$ cat src/rtl/dslot_seq_pkg.sv
package dslot_seq_pkg;

    typedef enum logic [3:0] {
        OP_NONE  = 4'd0,
        OP_BNE_I = 4'd1,
        OP_BEQ_I = 4'd2,
        OP_BCLR  = 4'd3,
        OP_BSET  = 4'd4,
        OP_CALL  = 4'd5,
        OP_RET   = 4'd6,
        OP_BL    = 4'd7,
        OP_JR    = 4'd8,
        OP_SRET  = 4'd9,
        OP_WAIT  = 4'd10
    } seq_op_e;

endpackage

$ cat src/rtl/dslot_cond.sv
module dslot_cond
    import dslot_seq_pkg::*;
#(
    parameter int DATA_W = 32,
    parameter int IMM_W  = 16,
    localparam int BIT_W = $clog2(DATA_W)
) (
    input  seq_op_e           op_i,
    input  logic [DATA_W-1:0] opnd_i,
    input  logic [IMM_W-1:0]  imm_i,
    input  logic [BIT_W-1:0]  bit_i,
    output logic              taken_o
);

    logic [DATA_W-1:0] imm_ext;
    logic              eq;
    logic              sel_bit;

    assign imm_ext = {{(DATA_W-IMM_W){1'b0}}, imm_i};
    assign eq      = (opnd_i == imm_ext);
    assign sel_bit = opnd_i[bit_i];

    always_comb begin
        case (op_i)
            OP_BNE_I: taken_o = !eq;
            OP_BEQ_I: taken_o = eq;
            OP_BCLR:  taken_o = !sel_bit;
            OP_BSET:  taken_o = sel_bit;
            default:  taken_o = 1'b0;
        endcase
    end

endmodule

$ cat src/rtl/dslot_stack.sv
module dslot_stack #(
    parameter int DEPTH = 8,
    parameter int PC_W  = 12,
    localparam int AW   = $clog2(DEPTH),
    localparam int SP_W = $clog2(DEPTH+1)
) (
    input  logic            clk_i,
    input  logic            rst_ni,
    input  logic            push_i,
    input  logic            pop_i,
    input  logic [PC_W-1:0] data_i,
    output logic [PC_W-1:0] top_o,
    output logic [SP_W-1:0] sp_o,
    output logic            full_o,
    output logic            empty_o
);

    logic [PC_W-1:0] mem_q [DEPTH];
    logic [SP_W-1:0] sp_q, sp_d;
    logic [AW-1:0]   top_idx;

    for (genvar i = 0; i < DEPTH; i++) begin : g_entry
        always_ff @(posedge clk_i) begin
            if (!rst_ni) begin
                mem_q[i] <= '0;
            end else if (push_i && sp_q == SP_W'(i)) begin
                mem_q[i] <= data_i;
            end
        end
    end

    always_comb begin
        sp_d = sp_q;
        if (push_i)     sp_d = sp_q + SP_W'(1);
        else if (pop_i) sp_d = sp_q - SP_W'(1);
    end

    always_ff @(posedge clk_i) begin
        if (!rst_ni) sp_q <= '0;
        else         sp_q <= sp_d;
    end

    assign top_idx = AW'(sp_q - SP_W'(1));
    assign top_o   = mem_q[top_idx];
    assign sp_o    = sp_q;
    assign full_o  = (sp_q == SP_W'(DEPTH));
    assign empty_o = (sp_q == '0);

endmodule

$ cat src/rtl/dslot_seq.sv
module dslot_seq
    import dslot_seq_pkg::*;
#(
    parameter int PC_W   = 12,
    parameter int DATA_W = 32,
    parameter int IMM_W  = 16,
    parameter int OFS_W  = 8,
    parameter int DEPTH  = 8,
    parameter int CNT_W  = 16,
    localparam int BIT_W = $clog2(DATA_W),
    localparam int SP_W  = $clog2(DEPTH+1)
) (
    input  logic              clk_i,
    input  logic              rst_ni,
    input  logic              step_i,
    input  logic [3:0]        op_i,
    input  logic              rep_i,
    input  logic [DATA_W-1:0] opnd_i,
    input  logic [IMM_W-1:0]  imm_i,
    input  logic [BIT_W-1:0]  bit_i,
    input  logic [OFS_W-1:0]  ofs_i,
    input  logic [PC_W-1:0]   lit_i,
    input  logic              rem_load_i,
    input  logic [CNT_W-1:0]  rem_val_i,
    output logic [PC_W-1:0]   pc_o,
    output logic [SP_W-1:0]   sp_o,
    output logic [PC_W-1:0]   lr_o,
    output logic [CNT_W-1:0]  rem_o,
    output logic              pend_o,
    output logic              err_o
);

    typedef struct packed {
        logic [PC_W-1:0]  pc;
        logic [PC_W-1:0]  tgt;
        logic [PC_W-1:0]  lr;
        logic [CNT_W-1:0] rem;
        logic             err;
    } seq_state_t;

    seq_state_t s_q, s_d;

    seq_op_e          op_eff;
    logic             taken;
    logic             push, pop;
    logic             stk_full, stk_empty;
    logic [PC_W-1:0]  stk_top;
    logic [PC_W-1:0]  pc_next1, pc_link, br_tgt;
    logic             hold;

    assign op_eff   = rep_i ? OP_NONE : seq_op_e'(op_i);
    assign pc_next1 = s_q.pc + PC_W'(1);
    assign pc_link  = s_q.pc + PC_W'(2);
    assign br_tgt   = s_q.pc + {{(PC_W-OFS_W){ofs_i[OFS_W-1]}}, ofs_i};
    assign hold     = rep_i && (s_q.rem > CNT_W'(1));

    dslot_cond #(
        .DATA_W (DATA_W),
        .IMM_W  (IMM_W)
    ) u_cond (
        .op_i    (op_eff),
        .opnd_i  (opnd_i),
        .imm_i   (imm_i),
        .bit_i   (bit_i),
        .taken_o (taken)
    );

    dslot_stack #(
        .DEPTH (DEPTH),
        .PC_W  (PC_W)
    ) u_stack (
        .clk_i   (clk_i),
        .rst_ni  (rst_ni),
        .push_i  (push),
        .pop_i   (pop),
        .data_i  (pc_link),
        .top_o   (stk_top),
        .sp_o    (sp_o),
        .full_o  (stk_full),
        .empty_o (stk_empty)
    );

    always_comb begin
        s_d     = s_q;
        s_d.err = 1'b0;
        push    = 1'b0;
        pop     = 1'b0;
        if (step_i) begin
            // consume the pending target unless a repeat keeps this instruction
            if (!hold) begin
                s_d.tgt = '0;
                s_d.pc  = (s_q.tgt != '0) ? s_q.tgt : pc_next1;
            end
            if (rep_i && s_q.rem != '0) s_d.rem = s_q.rem - CNT_W'(1);
            case (op_eff)
                OP_BNE_I, OP_BEQ_I, OP_BCLR, OP_BSET: begin
                    if (taken) s_d.tgt = br_tgt;
                end
                OP_CALL: begin
                    if (stk_full) begin
                        s_d.err = 1'b1;
                    end else begin
                        push    = 1'b1;
                        s_d.tgt = lit_i;
                    end
                end
                OP_RET: begin
                    if (stk_empty) begin
                        s_d.err = 1'b1;
                    end else begin
                        pop     = 1'b1;
                        s_d.tgt = stk_top;
                    end
                end
                OP_BL: begin
                    s_d.lr  = pc_link;
                    s_d.tgt = lit_i;
                end
                OP_JR:   s_d.tgt = opnd_i[PC_W-1:0];
                OP_SRET: s_d.tgt = s_q.lr;
                OP_WAIT: begin
                    if (s_q.tgt != '0) s_d.err = 1'b1;
                end
                default: ;
            endcase
        end
        if (rem_load_i) s_d.rem = rem_val_i;
    end

    always_ff @(posedge clk_i) begin
        if (!rst_ni) s_q <= '0;
        else         s_q <= s_d;
    end

    assign pc_o   = s_q.pc;
    assign lr_o   = s_q.lr;
    assign rem_o  = s_q.rem;
    assign pend_o = (s_q.tgt != '0);
    assign err_o  = s_q.err;

endmodule

$ cat config.mk
export PLATFORM = sky130hd
export DESIGN_NAME = dslot_seq
export DESIGN_NICKNAME = d
export VERILOG_FILES = /design/src/rtl/dslot_seq_pkg.sv /design/src/rtl/dslot_cond.sv /design/src/rtl/dslot_stack.sv /design/src/rtl/dslot_seq.sv
export SDC_FILE = /design/constraint.sdc
export NUM_CORES = 1
export LEC_CHECK = 0
export ABC_CLOCK_PERIOD_IN_PS = 3700
export BUFFER_PORTS_ARGS = -buffer_cell sky130_fd_sc_hd__buf_2
export CORE_MARGIN = 3
export CORE_UTILIZATION = 55
export DETAILED_ROUTE_END_ITERATION = 8
export GPL_ROUTABILITY_DRIVEN = 0
export PLACE_DENSITY_LB_ADDON = 0.15
export SETUP_SLACK_MARGIN = 0.5
export SYNTH_ARGS = -nofsm -noshare
export SYNTH_HDL_FRONTEND = slang
export SYNTH_SLANG_ARGS = --single-unit
$ cat constraint.sdc
create_clock -name clk_i -period 3.7 [get_ports clk_i]
set_clock_uncertainty 0.15 [all_clocks]
set_input_delay 0 -clock clk_i [delete_from_list [all_inputs] [get_ports clk_i]]
set_output_delay 0 -clock clk_i [all_outputs]
set_load 0.05 [all_outputs]
==> results.py <==
metrics = {
    "cts": {
        "cts_max_level": 4,
        "cts.sinks": 153,
        "clk_pin_slew_worst_paths_ns": 0.06,
        "cts_tree": "done",
        "cts-buffers-inserted": 17,
        "cts-root-buf": "clkbuf_16",
        "clock_latency_ns": 0.44,
        "clockBufferDepth": 2,
    },
    "global_route": {
        "grtUsageTotal_pct": 28.9,
        "grt_pass1_wl_um": 39500,
        "globalRouteOverflowTotal": 0,
        "antenna_found_initial": 0,
        "grt_max_degree": 68,
        "grt_pass1_vias": 7083,
    },
    "sta": {
        "fin_crit_sh_pct": 84.7,
        "rsz0062_at_grt": "true",
        "slew_viol_final": 0,
        "hold_viol": 0,
        "fin_tns_setup_ns": 0,
        "clock.fmax_mhz": 319,
        "tightest_slew_ns": 0.988,
        "relSlewSlack_pct": 33.6,
        "finalCriticalPeriod_ns": 3.13,
        "finalSetupViolCount": 0,
    },
    "yosys": {
        "netlist.area_leader.share_pct": 32.4,
        "ys_warn_count": 0,
        "synth_top_family_by_area": "simple AND/OR/NAND/NOR gates",
        "synth_flop_cell": "edfxtp_1",
        "synthArstFlopShare_pct": 0,
        "yosysTopAreaCell": "edfxtp_1",
        "syn-num-nets": 984,
        "synthAdderAreaFrac_pct": 3.04,
        "synthCells": 865,
        "ys_seq_area_share_pct": 45.2,
        "synth.avg_cell_area_um2": 10.3,
        "synth_compound_area_share_pct": 12.8,
        "synth_edf_count": 96,
        "synth_common_cells": "117 x nor2_1, 96 x edfxtp_1, 68 x nand2_1, 57 x dfxtp_1, 54 x o21ai_0",
        "syn_area_um2": 8890,
        "synth.area.mux_share_pct": 10.2,
        "synth_seq_cells": 153,
        "synth_most_common_cell": "nor2_1",
        "synth.distinct_cells": 65,
        "yosys.area_share.xor_xnor_pct": 4.83,
        "synthTopCellsByArea": "edfxtp_1 32%, dfxtp_1 13%, mux4_2 7.6%",
        "synth-simple-area-share_pct": 17.0,
    },
    "route": {
        "wl_per_cell_um": 21.2,
        "avgViaCountPerCell": 6.15,
        "via_count": 7518,
        "route.detailed.drc": 0,
        "drtIter0Drc": 766,
        "routed_wl_um": 25900,
        "ant_nets": 0,
        "firstDrtPassIters": 7,
    },
    "die": {
        "rows": 45,
        "die_w_um": 133,
        "start_util_pct": 57.4,
        "die_area_um2": 17700,
        "core_um2": 15500,
        "ios": 144,
        "dieHeight_um": 133,
    },
    "pwr": {
        "p_per_area_nw_per_um2": 397,
        "total_power_mw": 4.17,
        "irDropWorstVdd_v": 0.000363,
        "p_leak_nw": 4.20,
    },
    "flow_run": {
        "maxCapViolations": 0,
    },
    "critical_path": {
        "worstPathArrival_ns": 3.31,
        "critPathRequiredTime_ns": 3.87,
        "end_kind": "flop",
        "startpoint_type": "flop",
        "crit_type": "flop to flop",
        "cp_max_fo": 5,
    },
    "cells_and_area": {
        "fill_cells": 1194,
        "drive_above_1_share_pct": 24.5,
        "syn_to_final_growth_pct": 18.1,
        "seqCellArea_um2": 4030,
        "diodes": 0,
        "finalNetCount": 1118,
        "multi_input_area_um2": 4300,
    },
    "place": {
        "port_buffers": 143,
        "post-dp-hpwl_um": 17600,
    },
    "status": {
        "status": "completed",
    },
    "worst_hold_path": {
        "hold_class": "input pin to flop",
    },
}
-- critical path, cell delays in order, from the launching register on --
cell and delay, ns:
dfxtp_1 0.35, or4_4 0.58, or4_4 0.47, nor3_4 0.14
o211ai_1 0.17, nor3_2 0.23, xnor2_1 0.15, o21ai_1 0.07
dlygate4sd3_1 0.57, and2_1 0.16
-- stage by stage --
step | hold slack [ns] | worst slack, ns | std cells | area [um^2] | utilization [%]
6_report | 0.0226 | 0.565 | 1223 | 10500 | 67.8
5_1_grt | 0.0341 | 0.485 | 1223 | 10500 | 67.8
4_1_cts | 0.00802 | 0.604 | 1223 | 10500 | 67.6
3_5_place_dp | 0.127 | 0.637 | 1149 | 9490 | 61.3
3_3_place_gp | 0.122 | 0.706 | 1149 | 9490 | 61.3
2_1_floorplan | 0.0168 | 0.544 | 865 | 8900 | -
-- flip-flops by register name, summed over array words and instances, names as in the netlist --
name / count
err_o: 1
lr_o: 12
pc_o: 12
rem_o: 16
s_q: 12
u_stack.mem_q: 96
u_stack.sp_o: 4
-- final cells by class --
class,count,share of cell area (%)
clock buffer,18,4.18
clock inverter,14,1.08
inverter,20,0.715
multi-input combinational,602,40.9
sequential,153,38.3
tap,211,2.51
timing repair buffer,205,12.2
-- repair_timing --
item	CTS	global route
endpoints found under the setup margin	0	5
gates resized for setup	0	6
hold buffers	42	0
hold endpoints to repair	28	0
setup buffers	0	0
-- per-layer routing --
layer  GRT usage, %  part of all wire, %  vias to the layer above  routed length, um
met5              0                    0                        -                  0
met1           37.8                   40                     3642              10300
li1               -                    -                     3416                  -
met4           12.7                  4.3                        0               1120
met3           5.59                  7.5                       75               1930
met2           47.2                   48                      385              12600
-- logic make-up (layout without fill, tap and decap cells) --
| family | count (synthesis) | count (layout) |
|---|---|---|
| and+or+nand+nor | 307 | 307 |
| AOI/OAI and AO/OA | 172 | 172 |
| muxes | 53 | 53 |
| xor gates and xnor gates | 49 | 49 |
| DFF | 153 | 153 |
| buffers and inverters | 110 | 257 |
| adders and majority gates | 21 | 21 |
-- report_power, final --
group	internal [mW]	switching (mW)
clock	0.888	0.740
sequential	1.87	0.0540
combinational	0.244	0.373
total	3.00	1.17
-- cells in the final DEF (no fill, tap or decap), types with 30 or more instances in the layout --
master / n
a21oi_1: 33
buf_2: 143
dfxtp_1: 56
dlygate4sd3_1: 42
edfxtp_1: 96
mux4_2: 30
nand2_1: 68
nor2_1: 117
o21ai_0: 54
xnor2_1: 41
-- final timing paths --
path,start,to,slack [ns],cells after the start
setup reg to reg,rem_o[3],rem_o[13],0.57,9
hold reg to reg,lr_o[3],lr_o[3],0.38,1
setup / recovery,rem_o[3],rem_o[13],0.57,9
hold / removal,lit_i[9],s_q[38],0.02,5
(Power assumes the default switching activity.)
